## src/rtl/stagger_turnon_pkg.sv

```systemverilog
package stagger_turnon_pkg;
  localparam int unsigned DEF_NUM_GRP  = 3;
  localparam int unsigned DEF_NUM_IDX  = 8;
  localparam int unsigned DEF_STEP_CYC = 1;

  function automatic int unsigned step_cnt_w(input int unsigned step);
    return (step < 2) ? 1 : $clog2(step);
  endfunction
endpackage

```

## src/rtl/stagger_step_timer.sv

```systemverilog
module stagger_step_timer #(
  parameter int unsigned STEP_CYC = 2
) (
  input  logic clk,
  input  logic rst_n,
  input  logic clr,
  input  logic run,
  output logic tick
);
  localparam int unsigned CW = stagger_turnon_pkg::step_cnt_w(STEP_CYC);
  localparam logic [CW-1:0] LAST = CW'(STEP_CYC - 1);

  logic [CW-1:0] cnt_q;

  assign tick = run && (cnt_q == LAST);

  always_ff @(posedge clk or negedge rst_n) begin
    if (!rst_n) begin
      cnt_q <= '0;
    end else if (clr) begin
      cnt_q <= '0;
    end else if (run) begin
      cnt_q <= (cnt_q == LAST) ? '0 : cnt_q + 1'b1;
    end
  end
endmodule

```

## src/rtl/stagger_lane.sv

```systemverilog
module stagger_lane #(
  parameter int unsigned NUM_IDX  = 8,
  parameter int unsigned STEP_CYC = 1
) (
  input  logic               clk,
  input  logic               rst_n,
  input  logic               en_n,
  input  logic               stag_n,
  output logic [NUM_IDX-1:0] rel_mask
);
  localparam logic [NUM_IDX-1:0] ALL_ON  = '1;
  localparam logic [NUM_IDX-1:0] FIRST_ON = NUM_IDX'(1);

  logic en_prev_n;
  logic fall;
  logic full;
  logic run;
  logic tick;

  assign fall = !en_n && en_prev_n;
  assign full = &rel_mask;
  assign run  = !en_n && !stag_n && !fall && !full;

  generate
    if (STEP_CYC <= 1) begin : g_unit_step
      assign tick = run;
    end else begin : g_multi_step
      stagger_step_timer #(.STEP_CYC(STEP_CYC)) u_timer (
        .clk  (clk),
        .rst_n(rst_n),
        .clr  (en_n || fall),
        .run  (run),
        .tick (tick)
      );
    end
  endgenerate

  always_ff @(posedge clk or negedge rst_n) begin
    if (!rst_n) begin
      en_prev_n <= 1'b1;
    end else begin
      en_prev_n <= en_n;
    end
  end

  always_ff @(posedge clk or negedge rst_n) begin
    if (!rst_n) begin
      rel_mask <= '0;
    end else if (en_n) begin
      rel_mask <= '0;
    end else if (fall) begin
      rel_mask <= stag_n ? ALL_ON : FIRST_ON;
    end else if (stag_n) begin
      rel_mask <= ALL_ON;
    end else if (tick) begin
      rel_mask <= {rel_mask[NUM_IDX-2:0], 1'b1};
    end
  end
endmodule

```

## src/rtl/stagger_gate.sv

```systemverilog
module stagger_gate #(
  parameter int unsigned NUM_IDX = 8
) (
  input  logic [NUM_IDX-1:0] raw,
  input  logic [NUM_IDX-1:0] rel_mask,
  input  logic               en_n,
  output logic [NUM_IDX-1:0] gated
);
  assign gated = raw & rel_mask & {NUM_IDX{~en_n}};
endmodule

```

## src/rtl/stagger_turnon_seq.sv

```systemverilog
module stagger_turnon_seq #(
  parameter int unsigned NUM_GRP  = stagger_turnon_pkg::DEF_NUM_GRP,
  parameter int unsigned NUM_IDX  = stagger_turnon_pkg::DEF_NUM_IDX,
  parameter int unsigned STEP_CYC = stagger_turnon_pkg::DEF_STEP_CYC
) (
  input  logic                       clk,
  input  logic                       rst_n,
  input  logic [NUM_GRP*NUM_IDX-1:0] pix_in,
  input  logic [NUM_GRP-1:0]         grp_en_n,
  input  logic                       stag_sel_n,
  output logic [NUM_GRP*NUM_IDX-1:0] drv_out
);
  localparam int unsigned TOT_CH = NUM_GRP * NUM_IDX;

  logic [TOT_CH-1:0] rel_all;

  generate
    for (genvar g = 0; g < NUM_GRP; g++) begin : g_grp
      stagger_lane #(.NUM_IDX(NUM_IDX), .STEP_CYC(STEP_CYC)) u_lane (
        .clk     (clk),
        .rst_n   (rst_n),
        .en_n    (grp_en_n[g]),
        .stag_n  (stag_sel_n),
        .rel_mask(rel_all[g*NUM_IDX +: NUM_IDX])
      );
      stagger_gate #(.NUM_IDX(NUM_IDX)) u_gate (
        .raw     (pix_in[g*NUM_IDX +: NUM_IDX]),
        .rel_mask(rel_all[g*NUM_IDX +: NUM_IDX]),
        .en_n    (grp_en_n[g]),
        .gated   (drv_out[g*NUM_IDX +: NUM_IDX])
      );
    end
  endgenerate
endmodule

```

## config.mk

```make
export PLATFORM = sky130hd
export DESIGN_NAME = stagger_turnon_seq
export DESIGN_NICKNAME = d
export VERILOG_FILES = /design/src/rtl/stagger_turnon_pkg.sv /design/src/rtl/stagger_step_timer.sv /design/src/rtl/stagger_lane.sv /design/src/rtl/stagger_gate.sv /design/src/rtl/stagger_turnon_seq.sv
export SDC_FILE = /design/constraint.sdc
export NUM_CORES = 1
export LEC_CHECK = 0
export ABC_AREA = 1
export BUFFER_PORTS_ARGS = -buffer_cell sky130_fd_sc_hd__buf_4
export CAP_MARGIN = 20
export CORE_ASPECT_RATIO = 0.9
export CORE_MARGIN = 2
export CORE_UTILIZATION = 25
export CTS_CLUSTER_DIAMETER = 200
export CTS_CLUSTER_SIZE = 10
export DETAILED_ROUTE_END_ITERATION = 12
export PLACE_DENSITY = 0.49
export SLEW_MARGIN = 20
export SYNTH_ARGS = -nofsm -noshare
export SYNTH_HDL_FRONTEND = slang
export SYNTH_SLANG_ARGS = --single-unit
export TNS_END_PERCENT = 20
```

## constraint.sdc

```tcl
create_clock -name clk -period 1 [get_ports clk]
set_input_delay 0.2 -clock clk [delete_from_list [all_inputs] [get_ports clk]]
set_output_delay 0.2 -clock clk [all_outputs]
set_load 0.005 [all_outputs]
```

==> impl_metrics.csv, run 1 <==
group,metric,value,unit
die,die_area,5340,µm²
clocking,worst_path_clk_slew,0.09,ns
grt,number_of_antenna_violations_at_the_first_check_in_global_routing,0,
setup_path,crit_slowest_cell,"sky130_fd_sc_hd__dfrtp_1",
yosys,netlist_top_cells_area,"sky130_fd_sc_hd__dfrtp_1 (50%), sky130_fd_sc_hd__nand2_1 (17%), sky130_fd_sc_hd__nor2_1 (11%)",
setup_path,timing.critical_path.cells,"nand2_1, nor2_1, buf_4",
timing,final.hold.worst_slack,0.104,ns
setup_path,worst_r2r_endpoint,"g_grp[2].u_lane.rel_mask[7]",
worst_hold_path,worstHoldStart,"grp_en_n[1]",
route,vias,1089,
final_layout,finalNetCount,230,
yosys,syn_nets,174,
pwr,vdd_drop_max,0.000530,V
clocking,tritoncts_clock_tree,"built",
yosys,netlist.area_leader.share,50.4,%
setup_path,cp.required,0.80,ns
worst_hold_path,hold_path_cell_cnt,1,
pwr,power.leakage,0.918,nW
timing,shortest_period_the_worst_path_allows,1.12,ns
timing,rsz0062_at_grt,"true",
timing,timing.final.crit_share,112,%
worst_hold_path,worstHoldPathType,"in2reg",
setup_path,crit_fanout,2,
timing,timing.final.hold_violations,0,
timing,final.setup_skew,0.000620,ns
yosys,synth.mux.area_fraction,0,%
die,die_outline_width,76.8,µm
route,route.detailed.vias_per_inst,4.17,
final_layout,drive_gt1_share,33.7,%
setup_path,cp_top_family,"flip-flops",
yosys,synthXorXnorAreaFrac,0,%
die,floorplan.rows,23,
setup_path,endpoint_kind,"primary output",
placed_design,port_buffers,53,
setup_path,timing.setup.critical_path_class,"reg2out",
setup_path,worst_path_largest_cell_delay,0.42,ns
grt,grt_pass1_wl,4750,µm
route,wl_per_cell,11.0,µm
clocking,ctsResizeCount,0,
placed_design,detailedPlace.worstSlack,0.0625,ns
route,drt_iter0_markers,49,
timing,slew_viol_final,0,
outcome,failed_checks,"negative setup slack",
die,floorplan.initialDensity,26.4,%
grt,grt.overflow.total,0,
die,coreArea,4520,µm²
clocking,cts-htree-levels,1,
final_layout,final_core_utilization,37.6,%
yosys,post_synth_instance_area,1190,µm²
setup_path,cp_num_buf_inv,1,
setup_path,r2r_start,"g_grp[2].u_lane.en_prev_n",
clocking,tritoncts.num_buffers,3,
setup_path,reg2regPathDepth,3,
yosys,seq_area_frac_synth,57.0,%
yosys,synth_fa_ha_area_share,0,%
yosys,ys_warnings,0,
yosys,postSynthCellCount,144,
yosys,yosysUniqueCellTypes,16,
outcome,outcome,"complete, but fails checks",
timing,final-setup-viol-count,24,
clocking,ctsLongestPathBuffers,2,
grt,grt_pass1_vias,1062,
yosys,postSynthAreaPerCell,8.28,µm²
final_layout,antenna-diode-count,0,
yosys,main_combinational_cell_family_by_area_after_synthesis,"simple AND/OR/NAND/NOR gates",
grt,globalRouteTotalUtil,10.9,%
timing,tightestPinTransition,0.343,ns
timing,final_critical_path_setup_slack,-0.120,ns
placed_design,placer_s_final_routability_congestion_estimate,0.721,
yosys,post_synthesis_sequential_element_count,27,
setup_path,crit_cells,3,
setup_path,critical_path_arrival,0.92,ns
setup_path,r2r_slack,0.05,ns
setup_path,worst_setup_path_startpoint,"g_grp[2].u_lane.rel_mask[2]",
setup_path,cp-start-kind,"flop",
route,drcViolationCount,0,
route,routed_wirelength,2860,µm
placed_design,dpl_hpwl,2110,µm
yosys,synth_compound_area_share,1.36,%
final_layout,layout-area-overhead-vs-synth,42.5,%
timing,relSlewSlack,77.1,%
flow_run,number_of_max_cap_violations,0,
route,final_antenna_net_count,0,
clocking,numClockSinks,27,
route,drt_pass1_iterations,4,
timing,max_freq,893,MHz
clocking,clockRootBuffer,"sky130_fd_sc_hd__clkbuf_8",
yosys,synth_simple_gate_area_share,35.5,%
yosys,post-synth-top-area-cell,"sky130_fd_sc_hd__dfrtp_1",
die,die_y,69.5,µm
worst_hold_path,hold_ep,"g_grp[1].u_lane.en_prev_n",
die,io_pins,54,
clocking,clk-insertion-delay-late,0.26,ns
grt,maximum_number_of_pins_on_one_net_before_global_route_repair,28,
pwr,cellPowerDensity,1280,nW/µm²
==> timing repair <==
item                                    CTS  global route
endpoints found under the setup margin   24            27
setup buffers                             1             1
pin swaps                                 5             2
gates cloned                              0             0
hold buffers                              1             0
endpoints found under the hold margin    24             0
==> per-stage QoR <==
stage          power [mW]  cells  TNS (ns)  cell area [µm²]
2_1_floorplan        1.39    144         0             1190
3_3_place_gp         1.57    254         0             1630
3_5_place_dp         1.58    254         0             1630
4_1_cts              2.21    260     -2.34             1690
5_1_grt              2.30    261     -3.56             1700
6_report             2.18    261     -2.01             1700
==> layout make-up <==
type | count | area, µm²
Clock buffer | 4 | 45.0
Fill cell | 471 | 2820
Inverter | 6 | 35.0
Multi-Input combinational cell | 106 | 439
Sequential cell | 27 | 679
Tap cell | 62 | 77.6
Timing Repair Buffer | 56 | 423
==> routing by layer <==
layer  routed length (µm)  global-route usage [%]  up-vias  part of all wire [%]
met5                    0                       0        -                     0
met4                   10                    3.03        0                  0.35
met3                  141                    2.21        2                   4.9
met2                 1320                    18.2       31                    46
met1                 1380                    14.3      501                    48
li1                     -                       -      555                     -
==> cell usage in the layout, fill, tap and decap left out <==
master,n
sky130_fd_sc_hd__inv_1,2
sky130_fd_sc_hd__clkbuf_1,1
sky130_fd_sc_hd__buf_4,55
sky130_fd_sc_hd__inv_4,2
sky130_fd_sc_hd__clkbuf_8,3
sky130_fd_sc_hd__nand2_1,53
sky130_fd_sc_hd__nor2_1,36
sky130_fd_sc_hd__dfstp_2,3
sky130_fd_sc_hd__nand2_4,1
sky130_fd_sc_hd__inv_2,1
sky130_fd_sc_hd__dfrtp_1,24
sky130_fd_sc_hd__inv_8,1
sky130_fd_sc_hd__nand3_1,12
sky130_fd_sc_hd__dlygate4sd3_1,1
sky130_fd_sc_hd__o22ai_1,1
sky130_fd_sc_hd__nand3_4,1
sky130_fd_sc_hd__a21oi_1,2
==> cells by family after synthesis <==
kind of cell,Yosys count
AOI/OAI and AO/OA,3
and+or+nand+nor,103
buffers and inverters,11
DFF,27
==> report_power, final <==
part           switching [mW]  internal [mW]
Clock                   0.325          0.285
Combinational           0.176          0.177
Sequential             0.0432           1.17
==> Yosys cell counts <==
master and number:
sky130_fd_sc_hd__nand2_1 53, sky130_fd_sc_hd__nor2_1 36, sky130_fd_sc_hd__dfrtp_1 24, sky130_fd_sc_hd__nand3_1 12
sky130_fd_sc_hd__buf_4 3, sky130_fd_sc_hd__dfstp_2 3, sky130_fd_sc_hd__a21oi_1 2, sky130_fd_sc_hd__inv_1 2
sky130_fd_sc_hd__inv_4 2, sky130_fd_sc_hd__buf_2 1, sky130_fd_sc_hd__buf_6 1, sky130_fd_sc_hd__inv_2 1
sky130_fd_sc_hd__inv_8 1, sky130_fd_sc_hd__nand2_4 1, sky130_fd_sc_hd__nand3_4 1, sky130_fd_sc_hd__o22ai_1 1
==> worst max-delay path by stage <==
stage,to,slack [ns]
6_report,drv_out[18],-0.12
5_1_grt,drv_out[22],-0.19
4_1_cts,drv_out[18],-0.13
3_5_place_dp,g_grp[2].u_lane.rel_mask[7],0.06
3_3_place_gp,g_grp[2].u_lane.rel_mask[7],0.09
2_1_floorplan,g_grp[2].u_lane.rel_mask[1],0.12
==> sequential cells by signal (all words and copies together), names as in the netlist <==
register / count
g_grp.u_lane.rel_mask: 24
g_grp.u_lane.en_prev_n: 3
No activity file was read; power rests on OpenSTA's default activity.
==> run 2: changes to the inputs <==
CORE_UTILIZATION = 33   (was 25)
PLACE_DENSITY = 0.61   (was 0.49)
SKIP_LAST_GASP = 1   (was default)
==> impl_metrics.csv, run 2 (synthesized netlist as in run 1, its figures left out) <==
group,metric,value,unit
clocking,cts-htree-levels,1,
worst_hold_path,hold_ep,"g_grp[0].u_lane.en_prev_n",
setup_path,critical_path_arrival,0.91,ns
timing,timing.final.hold_violations,0,
setup_path,r2r_start,"g_grp[2].u_lane.en_prev_n",
grt,grt_pass1_vias,1027,
worst_hold_path,worstHoldStart,"grp_en_n[0]",
setup_path,timing.critical_path.cells,"nand2_1, nor2_1, buf_4",
setup_path,cp.required,0.80,ns
timing,tightestPinTransition,0.332,ns
die,coreArea,3430,µm²
final_layout,largest_reg_flops,24,
route,drcViolationCount,0,
final_layout,antenna-diode-count,0,
die,floorplan.rows,20,
clocking,ctsLongestPathBuffers,2,
die,die_area,4110,µm²
worst_hold_path,hold_path_cell_cnt,1,
outcome,outcome,"complete, but fails checks",
setup_path,worst_r2r_endpoint,"g_grp[2].u_lane.rel_mask[2]",
worst_hold_path,worstHoldPathType,"in2reg",
final_layout,fin_cells,241,
die,die_y,61.0,µm
clocking,tritoncts.num_buffers,3,
grt,globalRouteTotalUtil,14.1,%
setup_path,worst_path_largest_cell_delay,0.37,ns
clocking,clk-insertion-delay-late,0.27,ns
setup_path,r2r_slack,0.06,ns
final_layout,regMostFlops,"g_grp.u_lane.rel_mask",
pwr,vdd_drop_max,0.00101,V
placed_design,dpl_hpwl,1970,µm
setup_path,endpoint_kind,"primary output",
die,io_pins,54,
route,route.detailed.vias_per_inst,4.51,
timing,relSlewSlack,77.9,%
outcome,failed_checks,"negative setup slack",
clocking,worst_path_clk_slew,0.09,ns
setup_path,timing.setup.critical_path_class,"reg2out",
grt,grt_pass1_wl,4340,µm
clocking,total_setup_buffers_inserted_after_cts,0,
timing,timing.final.crit_share,111,%
timing,shortest_period_the_worst_path_allows,1.11,ns
flow_run,number_of_max_cap_violations,0,
placed_design,placed_cells_incl_taps,236,
route,drt_pass1_iterations,4,
pwr,cellPowerDensity,1300,nW/µm²
final_layout,layout.cells.most_common_list,"sky130_fd_sc_hd__nand2_1 (53), sky130_fd_sc_hd__buf_4 (53), sky130_fd_sc_hd__nor2_1 (35)",
final_layout,layout_top_registers,"g_grp.u_lane.rel_mask x24, g_grp.u_lane.en_prev_n x3",
grt,maximum_number_of_pins_on_one_net_before_global_route_repair,28,
timing,final_critical_path_setup_slack,-0.114,ns
timing,final-setup-viol-count,24,
setup_path,cp_top_family,"flip-flops",
setup_path,cp_num_buf_inv,1,
route,vias,1088,
setup_path,crit_slowest_cell,"sky130_fd_sc_hd__dfrtp_1",
final_layout,fillCellCount,336,
timing,slew_viol_final,0,
pwr,power.leakage,0.907,nW
placed_design,placer_s_final_routability_congestion_estimate,0.754,
placed_design,port_buffers,53,
clocking,clockRootBuffer,"sky130_fd_sc_hd__clkbuf_8",
clocking,numClockSinks,27,
timing,max_freq,898,MHz
route,routed_wirelength,2600,µm
die,floorplan.initialDensity,34.8,%
route,wl_per_cell,10.8,µm
setup_path,reg2regPathDepth,3,
setup_path,cp-start-kind,"flop",
route,drt_iter0_markers,35,
grt,number_of_antenna_violations_at_the_first_check_in_global_routing,0,
die,die_outline_width,67.4,µm
final_layout,finalNetCount,228,
timing,rsz0062_at_grt,"true",
final_layout,drive_gt1_share,34.0,%
route,final_antenna_net_count,0,
timing,setup_tns,-2.14,ns
clocking,tritoncts_clock_tree,"built",
grt,grt.overflow.total,0,
timing,final.setup_skew,0.00524,ns
setup_path,crit_fanout,2,
final_layout,layout-area-overhead-vs-synth,39.9,%
## run 2: worst reg2reg max path, stage by stage (launching register included)
cell and delay [ns]:
sky130_fd_sc_hd__dfstp_2 0.59, sky130_fd_sc_hd__nand3_4 0.11, sky130_fd_sc_hd__nand2_1 0.08, sky130_fd_sc_hd__nor2_1 0.04
## run 2: power by group
group / switching (mW) / internal [mW]
clock network: 0.333 / 0.282
logic: 0.171 / 0.171
registers: 0.0427 / 1.17
total: 0.546 / 1.62
## run 2: what timing repair did
item / in CTS / in global routing
hold buffers: 1 / 0
cloned: 0 / 0
endpoints found under the setup margin: 24 / 24
resized for setup: 0 / 1
hold endpoints to repair: 24 / 0
## run 2: stage by stage
step / total power [mW] / area [µm²] / utilization, % / hold WS [ns] / setup slack [ns]
6_report: 2.17 / 1670 / 48.6 / 0.0970 / -0.114
5_1_grt: 2.32 / 1670 / 48.6 / 0.0726 / -0.200
4_1_cts: 2.21 / 1670 / 48.6 / 0.0904 / -0.132
3_5_place_dp: 1.58 / 1610 / 46.9 / 0.131 / 0.0770
3_3_place_gp: 1.57 / 1610 / 46.9 / 0.123 / 0.0945
2_1_floorplan: 1.39 / 1190 / - / -0.0956 / 0.120
## run 2: final cells by class
type                    instances  area (µm²)  share of cell area [%]
flip-flops and latches         27         679                    40.7
well taps                      44        55.1                    3.30
repair buffers                 54         408                    24.5
inverters                       6        35.0                    2.10
clock inverters                 1        7.51                   0.450
multi-input cells             106         442                    26.5
clock buffers                   3        41.3                    2.48
## run 2: routing by layer
layer | part of all wire (%) | wire [µm] | global-route usage (%)
met1 | 44 | 1130 | 17.0
met2 | 48 | 1250 | 24.9
met3 | 7.5 | 195 | 4.39
met4 | 0.66 | 17 | 3.79
met5 | 0 | 0 | 0
## run 2: how the worst max path moves through the flow
stage                                           start                          end  slack [ns]  cells past startpoint
after floorplan             g_grp[2].u_lane.en_prev_n  g_grp[2].u_lane.rel_mask[1]        0.12                      3
after global placement      g_grp[2].u_lane.en_prev_n  g_grp[2].u_lane.rel_mask[7]        0.09                      3
after detailed placement    g_grp[2].u_lane.en_prev_n  g_grp[2].u_lane.rel_mask[4]        0.08                      3
after CTS                 g_grp[0].u_lane.rel_mask[4]                   drv_out[4]       -0.13                      3
after global routing      g_grp[2].u_lane.rel_mask[4]                  drv_out[20]       -0.20                      3
final                     g_grp[0].u_lane.rel_mask[4]                   drv_out[4]       -0.11                      3
